### config.mk
export PLATFORM = sky130hd
export DESIGN_NAME = rbus_slot_sched
export DESIGN_NICKNAME = d
export VERILOG_FILES = /design/src/rtl/rbus_pkg.sv /design/src/rtl/rbus_age_cmp.sv /design/src/rtl/rbus_slot.sv /design/src/rtl/rbus_slot_sched.sv
export SDC_FILE = /design/constraint.sdc
export NUM_CORES = 1
export LEC_CHECK = 0
export CELL_PAD_IN_SITES_DETAIL_PLACEMENT = 1
export CELL_PAD_IN_SITES_GLOBAL_PLACEMENT = 2
export CORE_ASPECT_RATIO = 0.8
export CORE_MARGIN = 4
export CORE_UTILIZATION = 44
export CTS_CLUSTER_SIZE = 25
export DETAILED_ROUTE_END_ITERATION = 8
export DONT_BUFFER_PORTS = 1
export PLACE_DENSITY = 0.82
export SLEW_MARGIN = 20
export SYNTH_ARGS = -nofsm -noshare
export SYNTH_HDL_FRONTEND = slang
export SYNTH_SLANG_ARGS = --single-unit
### constraint.sdc
create_clock -name clk -period 4.9 [get_ports clk]
set_input_delay 0.245 -clock clk [delete_from_list [all_inputs] [get_ports clk]]
set_output_delay 0.245 -clock clk [all_outputs]
set_load 0.02 [all_outputs]
### src/rtl/rbus_pkg.sv
package rbus_pkg;
  parameter int RB_UNIT_W = 3;
  parameter int RB_TAG_W  = 4;

  typedef struct packed {
    logic                 vld;
    logic [RB_UNIT_W-1:0] unit;
    logic [RB_TAG_W-1:0]  tag;
  } rbus_slot_t;
endpackage

### src/rtl/rbus_age_cmp.sv
module rbus_age_cmp #(
  parameter int W = 4
) (
  input  logic [W-1:0] head,
  input  logic [W-1:0] ref_tag,
  input  logic [W-1:0] cand_tag,
  output logic         younger
);
  logic [W-1:0] cand_age;
  logic [W-1:0] ref_age;

  // Ages are distances from the head, modulo the tag space.
  always_comb begin
    cand_age = cand_tag - head;
    ref_age  = ref_tag - head;
    younger  = cand_age > ref_age;
  end
endmodule

### src/rtl/rbus_slot.sv
module rbus_slot
  import rbus_pkg::*;
(
  input  logic                clk,
  input  logic                rst_n,
  input  rbus_slot_t          up,
  input  logic                ins_en,
  input  rbus_slot_t          ins_slot,
  input  logic                kill_en,
  input  logic [RB_TAG_W-1:0] kill_tag,
  input  logic [RB_TAG_W-1:0] head,
  output rbus_slot_t          q
);
  rbus_slot_t nxt;
  rbus_slot_t nxt_k;
  logic       is_young;

  assign nxt = ins_en ? ins_slot : up;

  rbus_age_cmp #(.W(RB_TAG_W)) u_age (
    .head     (head),
    .ref_tag  (kill_tag),
    .cand_tag (nxt.tag),
    .younger  (is_young)
  );

  always_comb begin
    nxt_k = nxt;
    if (kill_en && is_young) nxt_k.vld = 1'b0;
  end

  always_ff @(posedge clk or negedge rst_n) begin
    if (!rst_n) q <= '0;
    else        q <= nxt_k;
  end

  // an insertion never lands on a booking that is moving into this slot
  a_r3_no_overwrite: assert property (@(posedge clk) disable iff (!rst_n)
    ins_en |-> !up.vld);

  // an inserted booking is held here after the edge
  a_r2_insert_lands: assert property (@(posedge clk) disable iff (!rst_n)
    (ins_en && !kill_en) |=> (q.vld && q.tag == $past(ins_slot.tag)
                              && q.unit == $past(ins_slot.unit)));

  // without insertion or flush, the slot takes its upper neighbour
  a_r2_shift_moves: assert property (@(posedge clk) disable iff (!rst_n)
    (!ins_en && !kill_en) |=> (q == $past(up)));
endmodule

### src/rtl/rbus_slot_sched.sv
module rbus_slot_sched
  import rbus_pkg::*;
#(
  parameter  int MAX_LAT = 8,
  localparam int LAT_W   = $clog2(MAX_LAT + 1)
) (
  input  logic                 clk,
  input  logic                 rst_n,
  input  logic                 iss_valid,
  output logic                 iss_ready,
  input  logic [LAT_W-1:0]     iss_lat,
  input  logic [RB_UNIT_W-1:0] iss_unit,
  input  logic [RB_TAG_W-1:0]  iss_tag,
  input  logic                 flush_valid,
  input  logic [RB_TAG_W-1:0]  flush_tag,
  input  logic [RB_TAG_W-1:0]  rob_head,
  output logic                 gnt_valid,
  output logic [RB_UNIT_W-1:0] gnt_unit,
  output logic [RB_TAG_W-1:0]  gnt_tag
);
  // st[0] is the grant register, st[1..MAX_LAT] are the bookings,
  // st[MAX_LAT+1] is a permanently empty source above the top slot.
  rbus_slot_t st [0:MAX_LAT+1];
  rbus_slot_t req;
  logic       lat_ok;
  logic       tgt_busy;
  logic       fire;
  logic [MAX_LAT:1] vld_vec;

  assign st[MAX_LAT+1] = '0;
  assign req = '{vld: 1'b1, unit: iss_unit, tag: iss_tag};
  assign lat_ok = (iss_lat != '0) && (iss_lat <= LAT_W'(MAX_LAT));

  // Slot i after the shift is slot i+1 now.
  always_comb begin
    tgt_busy = 1'b0;
    for (int k = 1; k <= MAX_LAT; k++)
      if (iss_lat == LAT_W'(k)) tgt_busy = st[k+1].vld;
  end

  assign iss_ready = lat_ok && !tgt_busy && !flush_valid;
  assign fire      = iss_valid && iss_ready;

  for (genvar k = 0; k <= MAX_LAT; k++) begin : g_slot
    logic ins_here;
    if (k == 0) begin : g_gnt
      assign ins_here = 1'b0;
    end else begin : g_bk
      assign ins_here = fire && (iss_lat == LAT_W'(k));
      assign vld_vec[k] = st[k].vld;
    end
    rbus_slot u_slot (
      .clk      (clk),
      .rst_n    (rst_n),
      .up       (st[k+1]),
      .ins_en   (ins_here),
      .ins_slot (req),
      .kill_en  (flush_valid),
      .kill_tag (flush_tag),
      .head     (rob_head),
      .q        (st[k])
    );
  end

  assign gnt_valid = st[0].vld;
  assign gnt_unit  = st[0].unit;
  assign gnt_tag   = st[0].tag;

  // a grant only ever comes from the booking that was in slot 1
  a_r4_grant_from_head: assert property (@(posedge clk) disable iff (!rst_n)
    gnt_valid |-> ($past(st[1].vld) && gnt_tag == $past(st[1].tag)
                   && gnt_unit == $past(st[1].unit)));

  // a flush never adds bookings
  a_r7_flush_no_grow: assert property (@(posedge clk) disable iff (!rst_n)
    flush_valid |=> ($countones(vld_vec) <= $countones($past(vld_vec))));

  // an accepted request never names an out-of-range latency
  a_r5_lat_range: assert property (@(posedge clk) disable iff (!rst_n)
    (iss_valid && iss_ready) |-> (iss_lat >= 1 && iss_lat <= LAT_W'(MAX_LAT)));

  // nothing is booked on the first cycle out of reset
  a_r9_reset_empty: assert property (@(posedge clk)
    !rst_n |=> (vld_vec == '0 && !gnt_valid) or rst_n);
endmodule

# After elaboration in Yosys (flattened, before gate mapping)
# Cells that the tools add are included.
classes:
  add_sub_neg: 10
  n_lt_le_gt_ge: 10
  eq_ne: 8
  muxes: 25
  reduce_logical: 24
ops:
  columns: ["cell", "n"]
  rows:
  - ["two-way mux 8 bit", 8]
  - ["subtractor 4 bit", 10]
  - ["> comparator 4 bit", 9]
  - ["logical AND 1 bit", 21]
  - ["two-way mux 1 bit", 17]
  - ["== test 4 x 3 -> 1 bit (second input constant)", 4]
  - ["== test 4 x 2 -> 1 bit (second input constant)", 2]
  - ["== test 4 x 1 -> 1 bit (second input constant)", 1]
  - ["== test 4 bit (second input constant)", 1]
  - ["<= comparator 4 bit (second input constant)", 1]
  - ["nonzero test 4 bit", 1]
  - ["zero test 1 bit", 2]
word_totals:
  regBits: 72
  in_bits: 23
  out_inout_bits: 9

# Logic depth before layout (Yosys ltp)
logic_depth:
  ltp_word: 19
  ltp_mapped: 18
  depth_no_buf: 16

# Modules after synthesis
# Synthesis repeated with hierarchy kept, for this count alone.
unflattened:
  hier_cells: 534
  hier_area_um2: 6100.9
modules_own_cells:
  columns: ["module", "n_inst", "cells_per_inst", "area_per_inst_um2"]
  rows:
  - ["rbus_slot", 9, 18, 331.6]
  - ["rbus_age_cmp at g_slot[3].u_slot.u_age ...", 6, 37, 317.8]
  - ["rbus_age_cmp at g_slot[0].u_slot.u_age ...", 3, 36, 319.1]
  - ["rbus_slot_sched", 1, 42, 252.7]

# Least setup slack after synthesis
# OpenSTA, ideal clock, no wires.
synth_path:
  path_kind: "input -> register"
  startpoint: "input port iss_lat[3]"
  endpoint: "register g_slot[3].u_slot.q[7] (netlist bit)"
  setup_time_ns: 0.119
  t_arrival_ns: 3.490
  t_required_ns: 4.781
  path_slack_ns: 1.291
  stages: 17
  path_buffers: 2
  cell_sequence: "buf_6 > nand3b_4 > a21boi_1 > o221a_1 > buf_6 > nor4_4 > mux2_2 > ha_1 > a21o_1 > a21oi_1 > xnor2_1 > xnor2_1 > ha_1 > nand3_1 > o22ai_1 > o221ai_1 > o21a_1"
synth_rtl:
  columns: ["element", "line", "rtl"]
  rows:
  - ["start: declaration", "rbus_slot_sched.sv:11", "input logic [LAT_W-1:0] iss_lat,"]
  - ["end signal: assignment", "rbus_slot.sv:34", "else q <= nxt_k;"]
  - ["end: declaration", "rbus_slot.sv:12", "output rbus_slot_t q"]

==> summary.txt <==
Run status
  – Run status: finished clean

Floorplanning
  – Die footprint: 12000 um2
  – Width of the die: 121 um
  – Floorplan core area: 9850 um2
  – Die height: 98.8 um
  – Top Ports: 32
  – Std cell rows: 32
  – Starting density of the core: 46.0%

Route
  – WL per Instance: 20.1 um
  – Vias after detailed routing: 2828
  – DR iter-0 viols: 133
  – Detailed-router iteration count before antenna repair: 4
  – Final wirelength: 10600 um
  – DRC violations left: 0
  – Met3 wire length: 300 um
  – Vias per inst: 5.36
  – Remaining number of nets flagged by the antenna check after routing: 0
  – Met2 routed WL: 5420 um
  – Routed length on met1: 4790 um
  – Top layer used by detailed routing: met4

Placed design
  – Routability Congestion: 0.809
  – Post-DP HPWL: 7640 um
  – Port buffer count: 0

Cells and area
  – Diodes inserted: 0
  – Register with the highest flop count: g_slot.u_slot.q
  – Largest register FFs: 72
  – Registers with the highest flip-flop counts: g_slot.u_slot.q x72
  – Fill cell total of the finished layout: 1029
  – Synth-to-layout area growth: 11.0%
  – Ratio of cells with drive above 1 in the final layout: 19.6%
  – Fin nets: 478

Timing
  – Final number of max-transition violations: 0
  – Sum of negative setup slack: 0 ns
  – WHS: 0.0260 ns
  – Setup repair after global routing missed its margin: no
  – Remaining max-slew budget at the tightest pin: 29.3%
  – Time the final worst path needs with I/O delays and setup: 3.99 ns
  – Pin slew with the least headroom to its limit: 1.05 ns
  – Share of the cycle needed by the critical path after routing: 81.3%
  – Final number of setup-violating endpoints: 0
  – Max Clk Rate: 251 MHz
  – Hold Fails Final Rpt: 0
  – Worst Skew: 0.00697 ns

Global routing
  – Final global-route overflow total: 0
  – Vias in the first global route: 3287
  – First-pass GRT wire length: 18000 um
  – Total Routing Usage GR: 19.6%
  – Pin count of the biggest net entering global routing: 73
  – Number of antenna violations at the first check in global routing: 0

Logic synthesis
  – Sequential fraction of the synthesis area: 39.7%
  – Compound-Gate Fraction of Synth Area: 7.31%
  – Combinational family with the most area after synthesis: adder cells
  – Number of enable flip-flop cells after synthesis: 0
  – Synthesized net count: 469
  – Count of mapped cells out of synthesis: 378
  – FFs w/ async S/R, synth: 100%
  – Register bit total from synthesis: 72
  – Ranking of synthesized cells by area: dfrtp_1 40%, ha_1 16%, mux2_2 9.4%
  – Synth Cell Area: 4530 um2
  – Count of unique library cells instantiated by Yosys: 43
  – Multiplexer area fraction after synthesis: 12.5%
  – Area share of xor/xnor cells in the synthesized design: 5.41%
  – Flip-flop cell with the highest count after synthesis: dfrtp_1
  – Syn_area_per_cell: 12.0 um2
  – Simple-gate area share of the yosys netlist: 9.85%
  – Yosys Warn Count: 0
  – Arithmetic-cell share of the synthesized area counting full adders, half adders and majority gates: 20.3%
  – Post-synth top area share: 39.7%
  – Cell taking the most area after synthesis: dfrtp_1

CTS
  – Root buffer selected by CTS: clkbuf_16
  – Worst-skew pair later-pin latency: 0.33 ns
  – Clock tree sinks: 72
  – Maximum buffer depth of the clock tree: 2
  – Clock slew at the register clock pins of the worst setup and hold paths: 0.06 ns
  – TritonCTS clock tree: yes
  – H-tree levels: 3
  – Number of buffers created by CTS: 9

Worst hold path
  – Worst min-delay path category: input pin to register

Critical path
  – Crit Path Category: register to register
  – Critical path destination: g_slot[4].u_slot.q[7]
  – Endpoint arrival time on the critical path: 4.25 ns
  – R2R setup slack: 0.91 ns
  – Kind of start point of the critical path: register
  – Worst endpoint required time: 5.17 ns
  – Worst-path cell with the longest stage delay: nor4_4
  – R2r endpoint: g_slot[4].u_slot.q[7]
  – CP top delay family: compound AO/OA/AOI/OAI gates
  – Worst Setup End Kind: register
  – Worst path bufs/invs: 0
  – Critical Path Max Stage Delay: 0.68 ns
  – Launching element of the worst setup path: g_slot[4].u_slot.q[7]
  – Crit Reg-Reg Startpoint: g_slot[4].u_slot.q[7]
  – Number of cells on the critical path: 15
  – Number of cells traversed by the worst register-to-register path: 15
  – Series of cell instances along the critical path: and3b_2 > nor4b_1 > o221a_1 > nor4_4 > mux2_2 > ha_1 > a21o_1 > a21oi_1 > xnor2_1 > xnor2_1 > ha_1 > nand3_1 > o22ai_1 > o221ai_1 > o21a_1
  – Largest fanout of any net on the critical path: 8

Power
  – Combinational power share: 19.5%
  – Portion of total power attributed to the clock network: 43.0%
  – Switch share: 26.6%
  – Pwr dens: 329 nW/um2
  – Max VDD drop: 137 uV
  – Net Switching: 0.441 mW
  – Sequential Power Share: 37.5%
  – Internal power: 1.22 mW
  – Total leakage power: 2.55 nW

Run
  – Maximum capacitance violations: 0
==> through the flow <==
step / instances / utilization [%] / total power, mW / setup slack [ns] / area [um2]
5_1_grt: 528 / 51.1 / 1.76 / 0.601 / 5030
4_1_cts: 528 / 51.1 / 1.68 / 0.870 / 5030
3_5_place_dp: 510 / 47.4 / 0.939 / 0.945 / 4670
3_3_place_gp: 510 / 47.4 / 0.923 / 1.00 / 4670
6_report: 528 / 51.1 / 1.66 / 0.915 / 5030
2_1_floorplan: 378 / - / 0.871 / 1.29 / 4530
==> power by group through the flow <==
stage	registers, mW	logic [mW]	clock network (mW)
final	0.621	0.323	0.713
after global routing	0.622	0.375	0.758
after CTS	0.621	0.331	0.728
after detailed placement	0.632	0.307	0
after global placement	0.631	0.292	0
after floorplan	0.629	0.242	0
==> layer usage <==
layer | vias to the layer above | track usage (%)
li1 | 1332 | -
met1 | 1454 | 25.7
met2 | 32 | 33.5
met3 | 10 | 4.36
met4 | 0 | 3.88
met5 | - | 0
==> synthesized netlist by cell type (all sizes together), types with 5 or more instances <==
library cell / instances
a21o: 9
a21oi: 18
and2: 6
clkbuf: 5
dfrtp: 72
fa: 9
ha: 59
inv: 41
mux2: 42
mux2i: 8
nand2: 10
nand2b: 7
nand4: 6
nor2: 5
nor2b: 6
nor4: 6
o21ai: 7
xnor2: 25
==> timing repair <==
item / 4_1_cts / 5_1_grt
hold buffers: 2 / 0
hold endpoints to repair: 72 / 0
setup buffers: 0 / 0
gates resized for setup: 0 / 0
==> layout by cell type, fill, tap and decap left out, drive strengths merged, types with 2 or more instances in the layout <==
cell	n
mux2i	8
o21ai	7
buf	5
nor2	5
bufinv	2
and2	6
fa	9
ha	59
mux2	42
o21a	4
o22a	4
xor2	3
a21o	9
inv	42
nor2b	6
o22ai	2
clkbuf	10
nand2b	7
dfrtp	72
nand4	6
clkinv	3
o221ai	3
nand2	10
xnor2	25
nor3	4
a21oi	18
nand3	2
nor4	6
and2b	2
==> worst min path at each step <==
stage / cells past startpoint / to / slack [ns] / start
floorplan: 0 / g_slot[0].u_slot.q[0] / -0.05 / rst_n
global placement: 0 / g_slot[0].u_slot.q[0] / -0.05 / rst_n
detailed placement: 0 / g_slot[0].u_slot.q[0] / -0.05 / rst_n
CTS: 2 / g_slot[8].u_slot.q[0] / 0.01 / iss_tag[0]
global route: 2 / g_slot[8].u_slot.q[0] / 0.02 / iss_tag[0]
finish: 2 / g_slot[8].u_slot.q[0] / 0.03 / iss_tag[0]
==> cell type report <==
type	instances	area [um2]	share of cell area [%]
tap	136	170	3.38
sequential	72	1800	35.8
clock buffer	10	239	4.75
inverter	41	154	3.06
timing repair buffer	6	67.6	1.34
multi-input combinational	257	2510	49.9
clock inverter	6	91.3	1.81
==> cells by family (layout without fill, tap and decap cells) <==
kind of cell | after synthesis | after routing
compound gates | 51 | 51
xor+xnor | 28 | 28
fa+ha+maj | 68 | 68
buf+inv | 49 | 63
flops | 72 | 72
mux | 50 | 50
simple gates | 60 | 60
==> worst register-to-register path, cell delays in order (launching register included) <==
cell and delay [ns]:
dfrtp_1 0.39, and3b_2 0.23, nor4b_1 0.06, o221a_1 0.41, nor4_4 0.68, mux2_2 0.44
ha_1 0.28, a21o_1 0.15, a21oi_1 0.16, xnor2_1 0.16, xnor2_1 0.16, ha_1 0.27
nand3_1 0.11, o22ai_1 0.08, o221ai_1 0.20, o21a_1 0.15
Power figures use the tool's default switching activity.
